`src/rtl/err_snap_pkg.sv`:
```
package err_snap_pkg;
  localparam int DATA_W    = 64;
  localparam int VALID_BIT = 63;

  typedef enum logic [1:0] {
    SEL_NONE,
    SEL_STATUS,
    SEL_ENABLE,
    SEL_PEND
  } reg_sel_e;
endpackage

```
`src/rtl/esr_rst_sync.sv`:
```
module esr_rst_sync #(
  parameter int STAGES = 2
) (
  input  logic clk,
  input  logic arst_n,
  output logic srst_n
);
  logic [STAGES-1:0] sync_q;

  always_ff @(posedge clk or negedge arst_n) begin
    if (!arst_n) sync_q <= '0;
    else         sync_q <= {sync_q[STAGES-2:0], 1'b1};
  end

  assign srst_n = sync_q[STAGES-1];
endmodule

```
`src/rtl/esr_log_regs.sv`:
```
module esr_log_regs #(
  parameter int ERR_W = 16
) (
  input  logic             clk,
  input  logic             rst_n,
  input  logic             warm_rst_n,
  input  logic [ERR_W-1:0] err_set,
  input  logic             st_wr,
  input  logic             en_wr,
  input  logic [ERR_W-1:0] wdata,
  output logic [ERR_W-1:0] status_q,
  output logic [ERR_W-1:0] enable_q,
  output logic [ERR_W-1:0] status_nxt,
  output logic [ERR_W-1:0] hit_vec
);
  logic [ERR_W-1:0] status_d;
  logic [ERR_W-1:0] enable_d;
  logic [ERR_W-1:0] clr_mask;
  logic             enable_en;

  always_comb begin
    clr_mask  = st_wr ? wdata : '0;
    enable_en = en_wr | ~warm_rst_n;
    if (!warm_rst_n) begin
      status_d = '0;
      enable_d = '0;
    end else begin
      status_d = (status_q & ~clr_mask) | err_set;
      enable_d = wdata;
    end
  end

  always_ff @(posedge clk or negedge rst_n) begin
    if (!rst_n) begin
      status_q <= '0;
      enable_q <= '0;
    end else begin
      status_q <= status_d;
      if (enable_en) enable_q <= enable_d;
    end
  end

  assign status_nxt = status_d;
  assign hit_vec    = err_set & ~status_q & enable_q;
endmodule

```
`src/rtl/esr_trap_ctl.sv`:
```
module esr_trap_ctl #(
  parameter int ERR_W = 16
) (
  input  logic             clk,
  input  logic             rst_n,
  input  logic             warm_rst_n,
  input  logic [ERR_W-1:0] hit_vec,
  input  logic [ERR_W-1:0] status_nxt,
  input  logic             pend_wr,
  input  logic             pend_wr_valid,
  input  logic [ERR_W-1:0] pend_wr_snap,
  output logic             pend_valid_q,
  output logic [ERR_W-1:0] pend_snap_q,
  output logic             trap_q
);
  logic             trap_fire;
  logic             pend_en;
  logic             pend_valid_d;
  logic [ERR_W-1:0] pend_snap_d;

  always_comb begin
    trap_fire = warm_rst_n & (|hit_vec) & ~pend_valid_q;
    pend_en   = trap_fire | pend_wr;
    if (trap_fire) begin
      pend_valid_d = 1'b1;
      pend_snap_d  = status_nxt;
    end else begin
      pend_valid_d = pend_wr_valid;
      pend_snap_d  = pend_wr_snap;
    end
  end

  always_ff @(posedge clk or negedge rst_n) begin
    if (!rst_n) begin
      pend_valid_q <= 1'b0;
      pend_snap_q  <= '0;
      trap_q       <= 1'b0;
    end else begin
      trap_q <= trap_fire;
      if (pend_en) begin
        pend_valid_q <= pend_valid_d;
        pend_snap_q  <= pend_snap_d;
      end
    end
  end
endmodule

```
`src/rtl/esr_rd_port.sv`:
```
module esr_rd_port
  import err_snap_pkg::*;
#(
  parameter int ERR_W = 16
) (
  input  logic              clk,
  input  logic              rst_n,
  input  logic              rd,
  input  reg_sel_e          sel,
  input  logic [ERR_W-1:0]  status_q,
  input  logic [ERR_W-1:0]  enable_q,
  input  logic              pend_valid_q,
  input  logic [ERR_W-1:0]  pend_snap_q,
  output logic [DATA_W-1:0] rdata
);
  localparam int PAD_W = DATA_W - 1 - ERR_W;

  logic [DATA_W-1:0] rdata_d;

  always_comb begin
    case (sel)
      SEL_STATUS: rdata_d = {{(DATA_W-ERR_W){1'b0}}, status_q};
      SEL_ENABLE: rdata_d = {{(DATA_W-ERR_W){1'b0}}, enable_q};
      SEL_PEND:   rdata_d = {pend_valid_q, {PAD_W{1'b0}}, pend_snap_q};
      default:    rdata_d = '0;
    endcase
  end

  always_ff @(posedge clk or negedge rst_n) begin
    if (!rst_n)  rdata <= '0;
    else if (rd) rdata <= rdata_d;
  end
endmodule

```
`src/rtl/err_snap_trap.sv`:
```
module err_snap_trap
  import err_snap_pkg::*;
#(
  parameter int              ERR_W      = 16,
  parameter int              ADDR_W     = 12,
  parameter int              SYNC_STG   = 2,
  parameter logic [11:0]     STATUS_OFS = 12'h000,
  parameter logic [11:0]     ENABLE_OFS = 12'h008,
  parameter logic [11:0]     PEND_OFS   = 12'h028
) (
  input  logic              clk,
  input  logic              rst_n,
  input  logic              warm_rst_n,
  input  logic [ERR_W-1:0]  err_set,
  input  logic              reg_wr,
  input  logic              reg_rd,
  input  logic [ADDR_W-1:0] reg_addr,
  input  logic [63:0]       reg_wdata,
  output logic [63:0]       reg_rdata,
  output logic              trap_pulse
);
  logic             rst_sync_n;
  reg_sel_e         sel;
  logic             st_wr;
  logic             en_wr;
  logic             pend_wr;
  logic [ERR_W-1:0] status_q;
  logic [ERR_W-1:0] enable_q;
  logic [ERR_W-1:0] status_nxt;
  logic [ERR_W-1:0] hit_vec;
  logic             pend_valid_q;
  logic [ERR_W-1:0] pend_snap_q;

  always_comb begin
    if (reg_addr == ADDR_W'(STATUS_OFS))      sel = SEL_STATUS;
    else if (reg_addr == ADDR_W'(ENABLE_OFS)) sel = SEL_ENABLE;
    else if (reg_addr == ADDR_W'(PEND_OFS))   sel = SEL_PEND;
    else                                      sel = SEL_NONE;
    st_wr   = reg_wr && (sel == SEL_STATUS);
    en_wr   = reg_wr && (sel == SEL_ENABLE);
    pend_wr = reg_wr && (sel == SEL_PEND);
  end

  esr_rst_sync #(.STAGES(SYNC_STG)) u_rst_sync (
    .clk    (clk),
    .arst_n (rst_n),
    .srst_n (rst_sync_n)
  );

  esr_log_regs #(.ERR_W(ERR_W)) u_log (
    .clk        (clk),
    .rst_n      (rst_sync_n),
    .warm_rst_n (warm_rst_n),
    .err_set    (err_set),
    .st_wr      (st_wr),
    .en_wr      (en_wr),
    .wdata      (reg_wdata[ERR_W-1:0]),
    .status_q   (status_q),
    .enable_q   (enable_q),
    .status_nxt (status_nxt),
    .hit_vec    (hit_vec)
  );

  esr_trap_ctl #(.ERR_W(ERR_W)) u_trap (
    .clk           (clk),
    .rst_n         (rst_sync_n),
    .warm_rst_n    (warm_rst_n),
    .hit_vec       (hit_vec),
    .status_nxt    (status_nxt),
    .pend_wr       (pend_wr),
    .pend_wr_valid (reg_wdata[VALID_BIT]),
    .pend_wr_snap  (reg_wdata[ERR_W-1:0]),
    .pend_valid_q  (pend_valid_q),
    .pend_snap_q   (pend_snap_q),
    .trap_q        (trap_pulse)
  );

  esr_rd_port #(.ERR_W(ERR_W)) u_rd (
    .clk          (clk),
    .rst_n        (rst_sync_n),
    .rd           (reg_rd),
    .sel          (sel),
    .status_q     (status_q),
    .enable_q     (enable_q),
    .pend_valid_q (pend_valid_q),
    .pend_snap_q  (pend_snap_q),
    .rdata        (reg_rdata)
  );
endmodule

```
`config.mk`:
```
export PLATFORM = sky130hd
export DESIGN_NAME = err_snap_trap
export DESIGN_NICKNAME = d
export VERILOG_FILES = /design/src/rtl/err_snap_pkg.sv /design/src/rtl/esr_rst_sync.sv /design/src/rtl/esr_log_regs.sv /design/src/rtl/esr_trap_ctl.sv /design/src/rtl/esr_rd_port.sv /design/src/rtl/err_snap_trap.sv
export SDC_FILE = /design/constraint.sdc
export NUM_CORES = 1
export LEC_CHECK = 0
export BUFFER_PORTS_ARGS = -buffer_cell sky130_fd_sc_hd__buf_2
export CORE_UTILIZATION = 49
export CTS_BUF_LIST = sky130_fd_sc_hd__clkbuf_8
export CTS_CLUSTER_SIZE = 25
export DETAILED_ROUTE_END_ITERATION = 12
export PLACE_DENSITY = 0.88
export SKIP_LAST_GASP = 1
export SLEW_MARGIN = 20
export SYNTH_ARGS = -nofsm -noshare
export SYNTH_HDL_FRONTEND = slang
export SYNTH_SLANG_ARGS = --single-unit
```
`constraint.sdc`:
```
create_clock -name clk -period 3.2 [get_ports clk]
set_clock_uncertainty 0.2 [all_clocks]
set_input_delay 0.48 -clock clk [delete_from_list [all_inputs] [get_ports clk]]
set_output_delay 0.48 -clock clk [all_outputs]
set_load 0.05 [all_outputs]
```
==> results.json <==
{
  "worst_slack_ps": 849.9,
  "drt_iter0_drc": 221,
  "outcome": "finished clean",
  "grt_use_total": 0.2318,
  "yosys.cell_types.count": 33,
  "h-tree-depth": 3,
  "cts_buffers": 9,
  "synth_area_leader_cell": "dfrtp_1",
  "antenna_cells": 0,
  "layout.nets": 523,
  "yosys_warnings": 0,
  "rows": 31,
  "gp_congestion": 0.8309,
  "tightest_slew_ps": 906.5,
  "ctsLongestPathBuffers": 2,
  "antenna_found_initial": 0,
  "leakagePower_nw": 1.947,
  "netlist_area_um2": 3755,
  "ys_top_cells_by_area": "dfrtp_1 (46%), mux2i_1 (13%), buf_4 (9.4%)",
  "fin_crit_sh": 0.7344,
  "cts_sinks": 69,
  "cpMaxStageDelayCell": "or3_1",
  "vias_per_cell": 5.427,
  "ys.flop_type": "dfrtp_1",
  "fmax_ghz": 0.4255,
  "fin_crit_ps": 2350,
  "cp.required_ps": 3220,
  "crit_chain": "buf_2 > nor4_4 > nand3_2 > or3_1 > o22ai_1 > mux2i_1",
  "num_vias": 2871,
  "synth-edff-count": 0,
  "max_stage_delay_ps": 760,
  "synth_cells": 356,
  "post_cts_buffers": 0,
  "max-vdd-ir-drop_uv": 268.4,
  "ios": 162,
  "async_flop_share": 1.000,
  "ant_nets": 0,
  "maxCapViolations": 0,
  "ys_seq_elements": 69,
  "portBuffers": 67,
  "worst-path-buf-inv": 1,
  "synth_top_area_share": 0.4598,
  "rsz0062_at_grt": "false",
  "setup-tns-final_ps": 0,
  "ys_top_cells_by_count": "dfrtp_1 (69), mux2i_1 (48), buf_4 (47), nand2_1 (33), nor2_1 (32)",
  "setup_viol": 0,
  "cts_root_buf": "clkbuf_8",
  "areaGrowthSynthToFinish_pct": 11.66,
  "hold_class": "flip-flop to flip-flop",
  "wire_per_inst_um": 16.40,
  "cp_top_family": "simple AND/OR/NAND/NOR gates",
  "routed_wl_um": 8675,
  "route.detailed.drc": 0,
  "nFillCells": 644,
  "yosysMostFrequentCell": "dfrtp_1",
  "grt_max_degree": 39,
  "hpwlAfterDp_um": 6053,
  "avgSynthCellArea_um2": 10.55,
  "start_util": 0.5122,
  "fp.dieW_um": 89.54,
  "die_h_um": 89.54,
  "clkLatencyLatePin_ps": 350,
  "gr-total-overflow": 0,
  "report.final.slew_viol_count": 0,
  "core_area_um2": 7331,
  "final_hold_viol_count": 0,
  "grt_pass1_vias": 2873,
  "seq_area_frac_synth": 0.4598,
  "critPathLaunchType": "input pin",
  "end_kind": "flip-flop",
  "cp_max_fo": 16,
  "dieArea_um2": 8017,
  "slew_headroom": 0.3956,
  "grt_pass1_wl_um": 13700,
  "clk_pin_slew_ps": 70,
  "worstPathArrival_ps": 2370,
  "pre_cts_ws_ps": 510.3,
  "drtPass1Iterations": 4,
  "drive_gt1_frac": 0.2512,
  "cts_tree": "yes",
  "p_per_area_nw_per_um2": 433.2,
  "criticalPathCategory": "input pin to flip-flop"
}
[timing repair]
action                    4_1_cts  5_1_grt
gates resized for setup         0        0
hold buffers                    1        0
hold endpoints to repair        2        0
[final cells by class]
class	count	area [µm²]	share of cell area
repair buffers	77	412.9	0.09848
multi-input cells	267	1743	0.4157
inverters	2	7.507	0.001791
flip-flops and latches	69	1728	0.4121
well taps	99	123.9	0.02954
clock buffers	12	165.2	0.03939
clock inverters	3	12.51	0.002984
[cells in the final DEF, fill, tap and decap left out, types with 3 or more instances in the layout]
cell / netlist / layout
o22ai_2: 10 / 10
mux2i_1: 48 / 48
nor2_1: 32 / 32
o22ai_1: 13 / 13
nor4_4: 3 / 3
inv_1: 1 / 3
clkbuf_8: 0 / 12
nand2_1: 33 / 33
conb_1: 2 / 48
nand2b_1: 17 / 17
o21ai_0: 17 / 17
a221o_1: 15 / 15
buf_4: 47 / 9
dfrtp_1: 69 / 68
buf_2: 6 / 67
a21oi_1: 16 / 16
[state kept, by name (all words and copies together) (netlist names)]
register and count:
u_trap.trap_q 1, u_trap.pend_snap_q 16, u_rd.rdata 17, u_log.enable_q 16, u_rst_sync.sync_q 2, u_trap.pend_valid_q 1, u_log.status_q 16
[metrics by stage]
step / hold slack [ps] / utilization / std cells / total power, mW / cell area (µm²)
after floorplan: -15.59 / - / 402 / 1.156 / 3928
after global placement: 67.09 / 0.5463 / 513 / 1.178 / 4005
after detailed placement: 69.45 / 0.5463 / 513 / 1.184 / 4005
after CTS: 161.5 / 0.5719 / 529 / 1.819 / 4193
after global routing: 173.9 / 0.5719 / 529 / 1.872 / 4193
final: 156.8 / 0.5719 / 529 / 1.816 / 4193
[worst paths after layout]
path | start | to | slack (ps) | depth (start not counted)
worst max-delay path | reg_addr[7] | u_trap.pend_snap_q[4]$_DFFE_PN0P_ | 850 | 6
worst min-delay path | u_rst_sync.sync_q[0]$_DFF_PN0_ | u_rst_sync.sync_q[1]$_DFF_PN0_ | 160 | 0
worst max register to register | u_log.enable_q[10]$_DFFE_PN0P_ | u_trap.pend_valid_q$_DFFE_PN0P_ | 1180 | 6
worst min register to register | u_rst_sync.sync_q[0]$_DFF_PN0_ | u_rst_sync.sync_q[1]$_DFF_PN0_ | 160 | 0
max in group asynchronous | u_rst_sync.sync_q[1]$_DFF_PN0_ | u_rd.rdata[63]$_DFFE_PN0P_ | 1860 | 1
min in group asynchronous | u_rst_sync.sync_q[1]$_DFF_PN0_ | u_trap.pend_snap_q[10]$_DFFE_PN0P_ | 180 | 0
[cells by family after synthesis]
| group | synth area share |
|---|---|
| and+or+nand+nor | 0.1360 |
| AOI/OAI and AO/OA | 0.1490 |
| DFF | 0.4598 |
| buffers and inverters | 0.1253 |
| muxes | 0.1280 |
| other | 0.002000 |
[routing by layer]
metal,GRT usage,share of wire
met5,0,0
met4,0.1270,0.024
met3,0.03601,0.063
met2,0.3898,0.51
met1,0.2860,0.40
[report_power, final]
group	internal (mW)	switching, mW
Clock	0.334	0.312
Combinational	0.0575	0.197
Sequential	0.890	0.0258
Power figures use the tool's default switching activity.
